<file path="config.mk">
export PLATFORM = sky130hd
export DESIGN_NAME = pwm_dac_bank
export DESIGN_NICKNAME = d
export VERILOG_FILES = /design/src/rtl/pwm_pkg.sv /design/src/rtl/pwm_prescale.sv /design/src/rtl/pwm_step_ctr.sv /design/src/rtl/pwm_channel.sv /design/src/rtl/pwm_dac_bank.sv
export SDC_FILE = /design/constraint.sdc
export NUM_CORES = 1
export LEC_CHECK = 0
export ABC_AREA = 1
export BUFFER_PORTS_ARGS = -buffer_cell sky130_fd_sc_hd__buf_2
export CAP_MARGIN = 25
export CORE_UTILIZATION = 32
export CTS_CLUSTER_DIAMETER = 100
export DETAILED_ROUTE_END_ITERATION = 6
export HOLD_SLACK_MARGIN = 0.05
export PLACE_DENSITY = 0.59
export SLEW_MARGIN = 10
export SYNTH_ARGS = -nofsm -noshare
export SYNTH_HDL_FRONTEND = slang
export SYNTH_SLANG_ARGS = --single-unit
</file>
<file path="constraint.sdc">
create_clock -name clk -period 2.1 [get_ports clk]
set_input_delay 0.42 -clock clk [delete_from_list [all_inputs] [get_ports clk]]
set_output_delay 0.42 -clock clk [all_outputs]
set_load 0.05 [all_outputs]
</file>
<file path="src/rtl/pwm_pkg.sv">
package pwm_pkg;
  localparam int CODE_W    = 8;
  localparam int SHORT_TOP = 253;   // clamp value and step count of the short period

  // Compare limit seen by a channel: short mode caps codes at the period length.
  function automatic logic [CODE_W-1:0] cmp_limit(input logic [CODE_W-1:0] code,
                                                  input logic short_mode);
    if (short_mode && code > CODE_W'(SHORT_TOP))
      return CODE_W'(SHORT_TOP);
    return code;
  endfunction
endpackage

</file>
<file path="src/rtl/pwm_prescale.sv">
module pwm_prescale #(
  parameter int DIV = 4
) (
  input  logic clk,
  input  logic rst,
  input  logic rate_fast,
  output logic step_tick
);
  localparam int CW = (DIV > 1) ? $clog2(DIV) : 1;

  logic [CW-1:0] div_cnt;
  logic          half_ph;

  always_ff @(posedge clk) begin
    if (rst) begin
      div_cnt   <= '0;
      half_ph   <= 1'b0;
      step_tick <= 1'b0;
    end else begin
      step_tick <= 1'b0;
      if (div_cnt == CW'(DIV - 1)) begin
        div_cnt   <= '0;
        half_ph   <= ~half_ph;
        step_tick <= rate_fast | half_ph;
      end else begin
        div_cnt <= div_cnt + 1'b1;
      end
    end
  end
endmodule

</file>
<file path="src/rtl/pwm_step_ctr.sv">
module pwm_step_ctr
  import pwm_pkg::*;
(
  input  logic              clk,
  input  logic              rst,
  input  logic              step_tick,
  input  logic              short_period,
  output logic [CODE_W-1:0] step_cnt,
  output logic              period_load
);
  logic [CODE_W-1:0] last_step;

  assign last_step   = short_period ? CODE_W'(SHORT_TOP - 1) : {CODE_W{1'b1}};
  assign period_load = step_tick && (step_cnt >= last_step);

  always_ff @(posedge clk) begin
    if (rst)
      step_cnt <= '0;
    else if (period_load)
      step_cnt <= '0;
    else if (step_tick)
      step_cnt <= step_cnt + 1'b1;
  end
endmodule

</file>
<file path="src/rtl/pwm_channel.sv">
module pwm_channel
  import pwm_pkg::*;
(
  input  logic              clk,
  input  logic              rst,
  input  logic              wr_sel,
  input  logic [CODE_W-1:0] wr_data,
  input  logic              period_load,
  input  logic              short_period,
  input  logic [CODE_W-1:0] step_cnt,
  output logic [CODE_W-1:0] act_code,
  output logic              pwm_q
);
  logic [CODE_W-1:0] hold_code;

  always_ff @(posedge clk) begin
    if (rst) begin
      hold_code <= '0;
      act_code  <= '0;
      pwm_q     <= 1'b0;
    end else begin
      if (wr_sel)
        hold_code <= wr_data;
      if (period_load)
        act_code <= hold_code;
      pwm_q <= step_cnt < cmp_limit(act_code, short_period);
    end
  end
endmodule

</file>
<file path="src/rtl/pwm_dac_bank.sv">
module pwm_dac_bank
  import pwm_pkg::*;
#(
  parameter int NUM_CH   = 4,
  parameter int PRESCALE = 4,
  localparam int CH_W    = (NUM_CH > 1) ? $clog2(NUM_CH) : 1
) (
  input  logic              clk,
  input  logic              rst,
  input  logic              wr_en,
  input  logic [CH_W-1:0]   wr_ch,
  input  logic [CODE_W-1:0] wr_data,
  input  logic              rate_fast,
  input  logic              short_period,
  output logic [NUM_CH-1:0] pwm_out
);
  logic                     step_tick;
  logic                     period_load;
  logic [CODE_W-1:0]        step_cnt;
  logic [NUM_CH*CODE_W-1:0] act_flat;

  pwm_prescale #(.DIV(PRESCALE)) u_pre (
    .clk(clk), .rst(rst), .rate_fast(rate_fast), .step_tick(step_tick)
  );

  pwm_step_ctr u_ctr (
    .clk(clk), .rst(rst), .step_tick(step_tick), .short_period(short_period),
    .step_cnt(step_cnt), .period_load(period_load)
  );

  for (genvar i = 0; i < NUM_CH; i++) begin : g_ch
    pwm_channel u_ch (
      .clk(clk), .rst(rst),
      .wr_sel(wr_en && (wr_ch == CH_W'(i))),
      .wr_data(wr_data),
      .period_load(period_load),
      .short_period(short_period),
      .step_cnt(step_cnt),
      .act_code(act_flat[i*CODE_W +: CODE_W]),
      .pwm_q(pwm_out[i])
    );
  end
endmodule

</file>
==> run metrics, run 1 <==
status=finished, final reports clean; average cell area after synthesis=7.59 µm²; GRT Total Usage=0.159; Iteration-0 DRC Markers=140; Hold Vio Cnt, Final=0; CTS buffer count=9; reg2reg start=u_ctr.step_cnt[0]$_SDFFE_PP0P_; first-pass iteration count of the detailed router=4; root buffer cell=clkbuf_16; initial antenna violation count=0; fmax=0.569 GHz; die area=11900 µm²; CP Launch Type=flop; min Tclk post-route=1760 ps; Main synth FF type=dfxtp_1; Logic pwr share=0.045; EDFF count, synth=0; Arr. time, crit path=1980 ps; Die Span X=109 µm; Post-synth ARST share=0; GPL Wtd Cong=0.788; Reg2Reg Depth=8; Max-Cap Viols=0; Detailed Route WL=8290 µm; Min-Delay Path Depth=2; largest net degree at the start of global routing=34; R2R setup slack=340 ps; Sw Pwr=741 µW; DRC=0; number of global-route vias before repair=2867; setup TNS=0 ps; Critical Path RT=2320 ps; worst hold path type=in2reg; pwr/cell area=779 nW/µm²; Yosys reg bits=80; via/cell ratio=4.62; P&R area growth vs syn=15.8%; PortBufs=18; Clk Latency, worst-skew pair=340 ps; Hold Slack=331 ps; Yosys warnings=0; max_slew headroom=0.811; routed length per instance=12.7 µm; Slew @ Worst Pin=283 ps; post-synthesis cell type count=22; min-delay src=rate_fast; DR vias=3024; RSZ-0062 raised after global routing=no; ant diodes=0; Clk pwr share=0.476; switch share=0.224; global-route wire length before repair=14100 µm; detailed placer's ending HPWL=6150 µm; Crit Path Max Fanout=32; I/O Pins=19; Num Clock Sinks=80; H-Tree Depth=3; Final Cycle Share=0.837; Max clock buf depth=2; Final nets=556; LEAKAGE=0.00178 µW; # hold bufs at CTS=0; # Post-CTS Setup Buffers=0; final max-slew violation count=0; CP Capture Type=flop; CTS tree=done; sequential power share=0.479; Cell Rows=38; Final Cell Area=4250 µm²; Worst VDD drop=0.409 mV; die height=109 µm; syn_nets=531; post-route ant nets=0; Hold Path Sink=u_pre.step_tick$_SDFF_PP0_; Cell Area, Synth=3670 µm²; kind of critical path=reg2reg; Cells after Synth=484; RR Endpoint=g_ch[1].u_ch.act_code[6]$_SDFFE_PP0P_; clk slew on worst S/H paths=60 ps; post-CTS sizing=0; P_int=2570 µW; layout cells sized above 1=0.0973; register area share after synthesis=0.436; grt total ovfl=0; final setup vio count=0; Worst Skew=6.99 ps; initial core utilization=0.333; Placeable Area=11000 µm²; post-placement cell area=3950 µm²
## area by class of cell
cell class / count / area, µm²
fillers: 1178 / 6780
multi-input cells: 331 / 1740
well taps: 140 / 175
repair buffers: 33 / 228
inverters: 54 / 203
clock inverters: 5 / 63.8
flip-flops and latches: 80 / 1600
clock buffers: 11 / 243
## cells in the final DEF (no fill, tap or decap)
| master | synthesis | final |
|---|---|---|
| ha_1 | 32 | 32 |
| o211ai_1 | 4 | 4 |
| nor2_1 | 74 | 74 |
| buf_4 | 5 | 13 |
| or2_2 | 1 | 1 |
| clkbuf_8 | 0 | 1 |
| a21oi_1 | 60 | 60 |
| xnor2_1 | 3 | 3 |
| nor3_1 | 5 | 5 |
| clkbuf_16 | 0 | 9 |
| bufinv_16 | 0 | 1 |
| nor3b_1 | 1 | 1 |
| dfxtp_1 | 80 | 80 |
| nand3_1 | 11 | 11 |
| nand2_1 | 80 | 80 |
| o211a_1 | 1 | 1 |
| inv_6 | 0 | 1 |
| nand4_1 | 1 | 1 |
| o21ai_0 | 37 | 37 |
| o21ai_1 | 20 | 20 |
| buf_12 | 0 | 2 |
| buf_2 | 1 | 18 |
| nor3_2 | 1 | 1 |
| clkinv_4 | 0 | 2 |
| inv_1 | 53 | 53 |
| clkinvlp_4 | 0 | 1 |
| clkinv_1 | 1 | 1 |
| clkbuf_1 | 8 | 1 |
## per-stage QoR
step	utilization	instances	setup slack, ps	power, µW
final	0.386	654	341	3310
after global routing	0.386	654	130	3450
after CTS	0.386	654	331	3350
after detailed placement	0.358	638	165	1770
after global placement	0.358	638	190	1760
after floorplan	-	484	546	1700
## synth_stat cells, drive strengths merged (3+ instances only)
master | instances | area share
nand3 | 11 | 0.015
a21oi | 60 | 0.082
nand2 | 80 | 0.082
o211ai | 4 | 0.0082
xnor2 | 3 | 0.0072
clkbuf | 8 | 0.0082
nor2 | 74 | 0.076
dfxtp | 80 | 0.44
inv | 53 | 0.054
o21ai | 57 | 0.078
nor3 | 6 | 0.0095
buf | 11 | 0.027
ha | 32 | 0.11
## state kept, by name (all words and copies together), names as in the netlist
| register | cells |
|---|---|
| g_ch.u_ch.act_code | 32 |
| g_ch.u_ch.hold_code | 32 |
| u_ctr.step_cnt | 8 |
| g_ch.u_ch.pwm_q | 4 |
| u_pre.div_cnt | 2 |
| u_pre.half_ph | 1 |
| u_pre.step_tick | 1 |
## power groups by stage
stage                     Clock (µW)  Combinational (µW)  Sequential (µW)
after global routing            1690                 172             1590
after detailed placement           0                 150             1620
after floorplan                    0                94.5             1610
after global placement             0                 147             1620
after CTS                       1610                 152             1590
final                           1580                 150             1590
## critical path, stage by stage (launching register included)
cell and delay, ps:
dfxtp_1 390, inv_1 80, ha_1 270, o21ai_0 80, nand2_1 60, nand4_1 230
buf_12 260, o21ai_0 200, a21oi_1 60
## per-layer routing
| layer | track usage | up-vias | share of wire |
|---|---|---|---|
| met5 | 0 | - | 0 |
| met2 | 0.248 | 39 | 0.45 |
| met1 | 0.214 | 1346 | 0.51 |
| li1 | - | 1629 | - |
| met3 | 0.0197 | 10 | 0.022 |
| met4 | 0.0811 | 0 | 0.022 |
## worst max path at each step
stage                                    from  cells past startpoint  slack (ps)                                    end
6_report       u_ctr.step_cnt[0]$_SDFFE_PP0P_                      8         340  g_ch[1].u_ch.act_code[6]$_SDFFE_PP0P_
5_1_grt        u_ctr.step_cnt[0]$_SDFFE_PP0P_                      8         130  g_ch[3].u_ch.act_code[6]$_SDFFE_PP0P_
4_1_cts        u_ctr.step_cnt[0]$_SDFFE_PP0P_                      8         330  g_ch[1].u_ch.act_code[6]$_SDFFE_PP0P_
3_5_place_dp                     short_period                      9         170  g_ch[1].u_ch.act_code[6]$_SDFFE_PP0P_
3_3_place_gp                     short_period                      9         190  g_ch[3].u_ch.act_code[6]$_SDFFE_PP0P_
2_1_floorplan                    short_period                      8         550         u_ctr.step_cnt[2]$_SDFFE_PP0P_
## kinds of logic after synthesis
| family | share of synthesized area |
|---|---|
| XOR/XNOR | 0.00715 |
| adder cells (fa/ha/maj) | 0.109 |
| AO/OA/AOI/OAI | 0.170 |
| buffers and inverters | 0.0903 |
| AND/OR/NAND/NOR | 0.187 |
| flip-flops | 0.436 |
Note: power is estimated with default switching activity, not from simulation.
==> run 2: changes to the inputs <==
==> constraint.sdc (replaced) <==
create_clock -name clk -period 1.65 [get_ports clk]
set_input_delay 0.33 -clock clk [delete_from_list [all_inputs] [get_ports clk]]
set_output_delay 0.33 -clock clk [all_outputs]
set_load 0.05 [all_outputs]
==> run 2 against run 1 <==
Clock power up 24%. Setup slack worse by 280 ps. Utilization up 2.9 points. Combinational power up 47%. Non-clock buffer count up 12. Cell area up 7.6%. Fmax up 11%. Global-route usage down 0.12 points. Die area unchanged. Clock-buffer cell count down 2. Via count up 5.3%. Largest cell class unchanged.
==> run metrics, run 2 (synthesized netlist as in run 1, its figures left out) <==
status=finished, final reports clean; first-pass iteration count of the detailed router=4; CP Launch Type=flop; Iteration-0 DRC Markers=139; PortBufs=18; final setup vio count=0; Crit Path Max Fanout=7; Critical Path RT=1880 ps; post-route ant nets=0; final max-slew violation count=0; kind of critical path=reg2reg; Sequential cell area=1600 µm²; reg2reg start=u_ctr.step_cnt[0]$_SDFFE_PP0P_; Logic pwr share=0.053; Placeable Area=11000 µm²; Detailed Route WL=9340 µm; commonest cells after routing, fill and taps aside=nand2_1, dfxtp_1, nor2_1; die area=11900 µm²; Min-Delay Path Depth=2; Final Cycle Share=0.963; Multi-input gate area=1870 µm²; Worst VDD drop=0.474 mV; min Tclk post-route=1590 ps; Final nets=568; Num Clock Sinks=80; Slew @ Worst Pin=377 ps; LEAKAGE=0.00191 µW; fmax=0.630 GHz; CTS buffer count=9; routed length per instance=14.0 µm; Die Span X=109 µm; # hold bufs at CTS=0; FILL cells=1079; grt total ovfl=0; switch share=0.254; Final Cell Area=4580 µm²; ant diodes=0; slowest CP cell=dfxtp_2; CTS tree=done; biggest regs=g_ch.u_ch.act_code x32, g_ch.u_ch.hold_code x32, u_ctr.step_cnt x8; DR vias=3185; detailed placer's ending HPWL=6130 µm; layout cells sized above 1=0.175; die height=109 µm; number of global-route vias before repair=2889; Reg2Reg Depth=9; clk slew on worst S/H paths=60 ps; Max clock buf depth=2; H-Tree Depth=3; global-route wire length before repair=14100 µm; R2R setup slack=60 ps; initial antenna violation count=0; root buffer cell=clkbuf_16; Clk pwr share=0.467; Cell Rows=38; RR Endpoint=g_ch[1].u_ch.act_code[4]$_SDFFE_PP0P_; pwr/cell area=919 nW/µm²; post-placement cell area=3980 µm²; fin util=0.415; Sw Pwr=1070 µW; GPL Wtd Cong=0.794; min-delay src=rate_fast; DRC=0; via/cell ratio=4.78; max_slew headroom=0.748; P&R area growth vs syn=24.6%; sequential power share=0.480; I/O Pins=19; GRT Total Usage=0.158; Slowest Stage Delay on Critical Path=330 ps; Arr. time, crit path=1810 ps; initial core utilization=0.333; worst hold path type=in2reg; Cell Chain, Critical Path=inv_2 > ha_4 > o21ai_2 > nand2_1 > nand4_1 > buf_6 > clkbuf_16 > o21ai_0 > a21oi_1; largest net degree at the start of global routing=49; P_int=3130 µW; Hold Path Sink=u_pre.step_tick$_SDFF_PP0_; Worst Skew=7.39 ps; Clk Latency, worst-skew pair=340 ps; CP Capture Type=flop; Hold Vio Cnt, Final=0; Max-Cap Viols=0
## run 2: cell count changes in the layout (fill, tap and decap cells not counted), sizes merged
cell | previous run | this run
buf | 33 | 41
inv | 54 | 58
clkbuf | 11 | 13
bufinv | 1 | 0
clkinv | 3 | 2
## run 2: final cells by class
cell class	instances	area share
clock inverter	7	0.0159
inverter	54	0.0443
multi-input combinational	331	0.408
clock buffer	9	0.0492
tap	140	0.0383
sequential	80	0.350
timing repair buffer	45	0.0943
## run 2: worst max-delay path by stage
stage / from / end / slack [ps] / cells past startpoint
floorplan: u_ctr.step_cnt[0]$_SDFFE_PP0P_ / u_ctr.step_cnt[2]$_SDFFE_PP0P_ / 100 / 8
global placement: short_period / g_ch[3].u_ch.act_code[6]$_SDFFE_PP0P_ / -110 / 9
detailed placement: short_period / g_ch[3].u_ch.act_code[5]$_SDFFE_PP0P_ / -120 / 9
CTS: u_ctr.step_cnt[0]$_SDFFE_PP0P_ / g_ch[3].u_ch.act_code[5]$_SDFFE_PP0P_ / 20 / 9
global route: u_ctr.step_cnt[0]$_SDFFE_PP0P_ / g_ch[1].u_ch.act_code[4]$_SDFFE_PP0P_ / -60 / 9
finish: u_ctr.step_cnt[0]$_SDFFE_PP0P_ / g_ch[1].u_ch.act_code[4]$_SDFFE_PP0P_ / 60 / 9
## run 2: power groups by stage
stage,clock (µW),combinational (µW),sequential [µW]
after floorplan,0,120,2050
after global placement,0,197,2060
after detailed placement,0,202,2060
after global routing,2110,247,2020
final,1960,221,2020
after CTS,2020,203,2010
## run 2: through the flow
stage / hold WS, ps / TNS (ps) / std cells / total power, µW / setup WS, ps
final: 268 / 0 / 666 / 4200 / 61.5
after global placement: 405 / -1340 / 642 / 2250 / -108
after floorplan: 397 / 0 / 484 / 2170 / 101
after CTS: 263 / 0 / 661 / 4230 / 15.7
after detailed placement: 421 / -1550 / 642 / 2260 / -118
after global routing: 257 / -101 / 666 / 4380 / -63.9
## run 2: critical path, delay by kind of cell, from the launching register on
| family | cells | cell delay, ps |
|---|---|---|
| AOI/OAI and AO/OA | 3 | 260 |
| and+or+nand+nor | 2 | 220 |
| adders and majority gates | 1 | 250 |
| DFF | 1 | 330 |
| buffers and inverters | 3 | 410 |
## run 2: metal layers
metal	track usage	vias to the layer above	share of wire
met5	0	-	0
met4	0.0550	0	0.018
met3	0.0353	11	0.036
met2	0.245	71	0.45
met1	0.213	1442	0.49
li1	-	1661	-
## run 2: timing repair
action                                  in CTS  in global routing
gates resized for setup                      1                 45
setup buffers                                2                  0
pin swaps                                    0                  8
gates cloned                                 1                  5
endpoints found under the setup margin       8                 40
==> run 3: changes to the inputs <==
--- a/config.mk
+++ b/config.mk
@@ -8,12 +8,13 @@
 export ABC_AREA = 1
 export BUFFER_PORTS_ARGS = -buffer_cell sky130_fd_sc_hd__buf_2
 export CAP_MARGIN = 25
-export CORE_UTILIZATION = 32
+export CORE_UTILIZATION = 45
 export CTS_CLUSTER_DIAMETER = 100
 export DETAILED_ROUTE_END_ITERATION = 6
 export HOLD_SLACK_MARGIN = 0.05
-export PLACE_DENSITY = 0.59
+export PLACE_DENSITY = 0.74
 export SLEW_MARGIN = 10
 export SYNTH_ARGS = -nofsm -noshare
 export SYNTH_HDL_FRONTEND = slang
+export SYNTH_HIERARCHICAL = 1
 export SYNTH_SLANG_ARGS = --single-unit
==> run 3 against run 2 <==
Setup slack worse by 49 ps. Hold slack lost 66 ps. Fmax fell by 3.0%. Clock power decreased by 17%. Cell area fell by 4.7%. Clock-buffer cell count unchanged. Sequential share of layout area grew 1.7 points. Critical path depth rose by 2. Wire length decreased by 13%. Utilization up 14 points. Critical endpoint is now g_ch[2].u_ch/act_code[1]$_SDFFE_PP0P_.
==> run metrics, run 3 <==
pwr/cell area=876 nW/µm²; CTS tree=done; largest net degree at the start of global routing=17; ant diodes=0; Cells after Synth=508; global-route wire length before repair=13600 µm; final setup vio count=0; Critical Path RT=1900 ps; top cell type's share of synthesized area=0.430; FILL cells=734; fin cells=660; Sequential cell area=1600 µm²; PortBufs=18; fin util=0.556; Placeable Area=7850 µm²; root buffer cell=clkbuf_8; Final nets=600; Die Span X=93.0 µm; Num Clock Sinks=80; DP Worst Slack=-129 ps; Iteration-0 DRC Markers=119; Yosys warnings=6; GRT Total Usage=0.204; grt total ovfl=0; Worst VDD drop=0.448 mV; Hold Slack=202 ps; H-Tree Depth=3; cell with the most instances on the worst path=nand2_1; biggest regs=g_ch.u_ch/act_code x32, g_ch.u_ch/hold_code x32, u_ctr/step_cnt x8; via/cell ratio=4.90; Slowest Stage Delay on Critical Path=330 ps; EDFF count, synth=0; Crit Path Max Fanout=8; layout cells sized above 1=0.145; RR Endpoint=g_ch[2].u_ch/act_code[1]$_SDFFE_PP0P_; Max clock buf depth=2; I/O Pins=19; detailed placer's ending HPWL=6110 µm; RSZ-0062 raised after global routing=yes; Slew @ Worst Pin=362 ps; Max-Cap Viols=0; LEAKAGE=0.00194 µW; R2R setup slack=10 ps; final max-slew violation count=0; status=finished, final reports clean; syn_nets=555; register area share after synthesis=0.430; worst hold path type=in2reg; Main synth FF type=dfxtp_1; post-synthesis cell type count=19; initial core utilization=0.474; initial antenna violation count=0; reg2reg start=u_ctr/step_cnt[0]$_SDFFE_PP0P_; Cells after DPL=642; slowest CP cell=dfxtp_2; DR vias=3237; routed length per instance=12.3 µm; top cells by count, synth=nor2_1, nand2_1, dfxtp_1, inv_1, o21ai_0; post-route ant nets=0; Final Cell Area=4360 µm²; PnR worst setup slack=13.0 ps; clk slew on worst S/H paths=90 ps; Post-synth ARST share=0; P&R area growth vs syn=17.1%; top-count cell post-synth=nor2_1; min Tclk post-route=1640 ps; min-delay src=rate_fast; Hold Path Sink=u_pre/step_tick$_SDFF_PP0_; Cell Area, Synth=3720 µm²; CP Launch Type=flop; CP Capture Type=flop; Detailed Route WL=8120 µm; Cell Rows=32; Cell Chain, Critical Path=inv_1 > ha_1 > inv_1 > nand2_1 > nand2_1 > nand2_1 > nand2_2 > clkinv_4 > buf_4 > o21ai_0 > nor2_1; first-pass iteration count of the detailed router=4; die height=93.0 µm; commonest non-fill, non-tap cell in the layout=nor2_1; Multi-input gate area=1840 µm²; number of global-route vias before repair=3039; Hold Vio Cnt, Final=0; average cell area after synthesis=7.33 µm²; Worst Skew=6.78 ps; Reg2Reg Depth=11; die area=8640 µm²; kind of critical path=reg2reg; Area contributors post-synth=dfxtp_1, ha_1, nor2_1; max_slew headroom=0.759; Final Cycle Share=0.992; Yosys reg bits=80; commonest cells after routing, fill and taps aside=nor2_1, nand2_1, dfxtp_1; post-placement cell area=4100 µm²; Min-Delay Path Depth=3; DRC=0; Arr. time, crit path=1890 ps; GPL Wtd Cong=0.803; Clk Latency, worst-skew pair=360 ps; post-synth top area cell=dfxtp_1; CTS buffer count=9; fmax=0.611 GHz
[run 3: cell count changes in the layout (fill, tap and decap cells not counted), moves of 5 or more]
| cell | delta |
|---|---|
| nand2_1 | +10 |
| nor2_2 | +5 |
| nor2_1 | +28 |
| inv_1 | +13 |
| a21oi_1 | -16 |
| nor3_1 | -5 |
| o21ai_2 | -10 |
| clkbuf_8 | +9 |
| clkbuf_16 | -13 |
| o21ai_0 | +23 |
| nand3_1 | -7 |
[run 3: final cells by class]
cell class	count	share of cell area
multi-input cells	350	0.422
flip-flops and latches	80	0.367
inverters	70	0.0643
repair buffers	40	0.0622
well taps	102	0.0293
clock buffers	9	0.0284
clock inverters	7	0.0232
repair inverters	2	0.00287
[run 3: critical path, delay by kind of cell (launching register included)]
| kind | cells | cell delay (ps) |
|---|---|---|
| flip-flops | 1 | 330 |
| AO/OA/AOI/OAI | 1 | 210 |
| adder cells (fa/ha/maj) | 1 | 250 |
| buffers and inverters | 4 | 400 |
| AND/OR/NAND/NOR | 5 | 340 |
[run 3: logic make-up after synthesis]
| group | count (synthesis) | synth area share |
|---|---|---|
| and+or+nand+nor | 205 | 0.218 |
| AOI/OAI and AO/OA | 108 | 0.152 |
| DFF | 80 | 0.430 |
| buffers and inverters | 78 | 0.0800 |
| adders and majority gates | 32 | 0.108 |
| xor gates and xnor gates | 4 | 0.00941 |
| muxes | 1 | 0.00269 |
[run 3: worst max path at each step]
stage                                   start  slack [ps]                                     to
2_1_floorplan  u_ctr/step_cnt[0]$_SDFFE_PP0P_          30  g_ch[0].u_ch/act_code[5]$_SDFFE_PP0P_
4_1_cts        u_ctr/step_cnt[0]$_SDFFE_PP0P_          40  g_ch[0].u_ch/act_code[6]$_SDFFE_PP0P_
3_5_place_dp                     short_period        -130  g_ch[0].u_ch/act_code[6]$_SDFFE_PP0P_
3_3_place_gp                     short_period         -90  g_ch[1].u_ch/act_code[3]$_SDFFE_PP0P_
6_report       u_ctr/step_cnt[0]$_SDFFE_PP0P_          10  g_ch[2].u_ch/act_code[1]$_SDFFE_PP0P_
5_1_grt        u_ctr/step_cnt[0]$_SDFFE_PP0P_        -140  g_ch[2].u_ch/act_code[1]$_SDFFE_PP0P_
[run 3: metal layers]
layer / track usage / vias to the layer above / wire, µm
met2: 0.340 / 66 / 3860
met5: 0 / - / 0
li1: - / 1707 / -
met3: 0.0427 / 19 / 270
met1: 0.249 / 1445 / 3760
met4: 0.0962 / 0 / 226
[run 3: where the power goes]
| part | leakage, µW | internal (µW) | switching (µW) |
|---|---|---|---|
| combinational | 0.00118 | 66.7 | 123 |
| clock | 0.000106 | 864 | 763 |
| sequential | 0.000649 | 1980 | 25.9 |
| total | 0.00194 | 2910 | 912 |
[run 3: timing repair]
item / 4_1_cts / 5_1_grt
gates resized for setup: 1 / 28
cloned: 0 / 2
hold buffers: 0 / 0
buffers inserted: 0 / 1
pin swaps: 0 / 1
endpoints found under the setup margin: 1 / 27
[run 3: per-stage QoR]
step,power (µW),setup TNS (ps)
final,3820,0
after global routing,3990,-379
after CTS,3830,0
after detailed placement,2230,-2530
after global placement,2220,-1430
after floorplan,2150,0
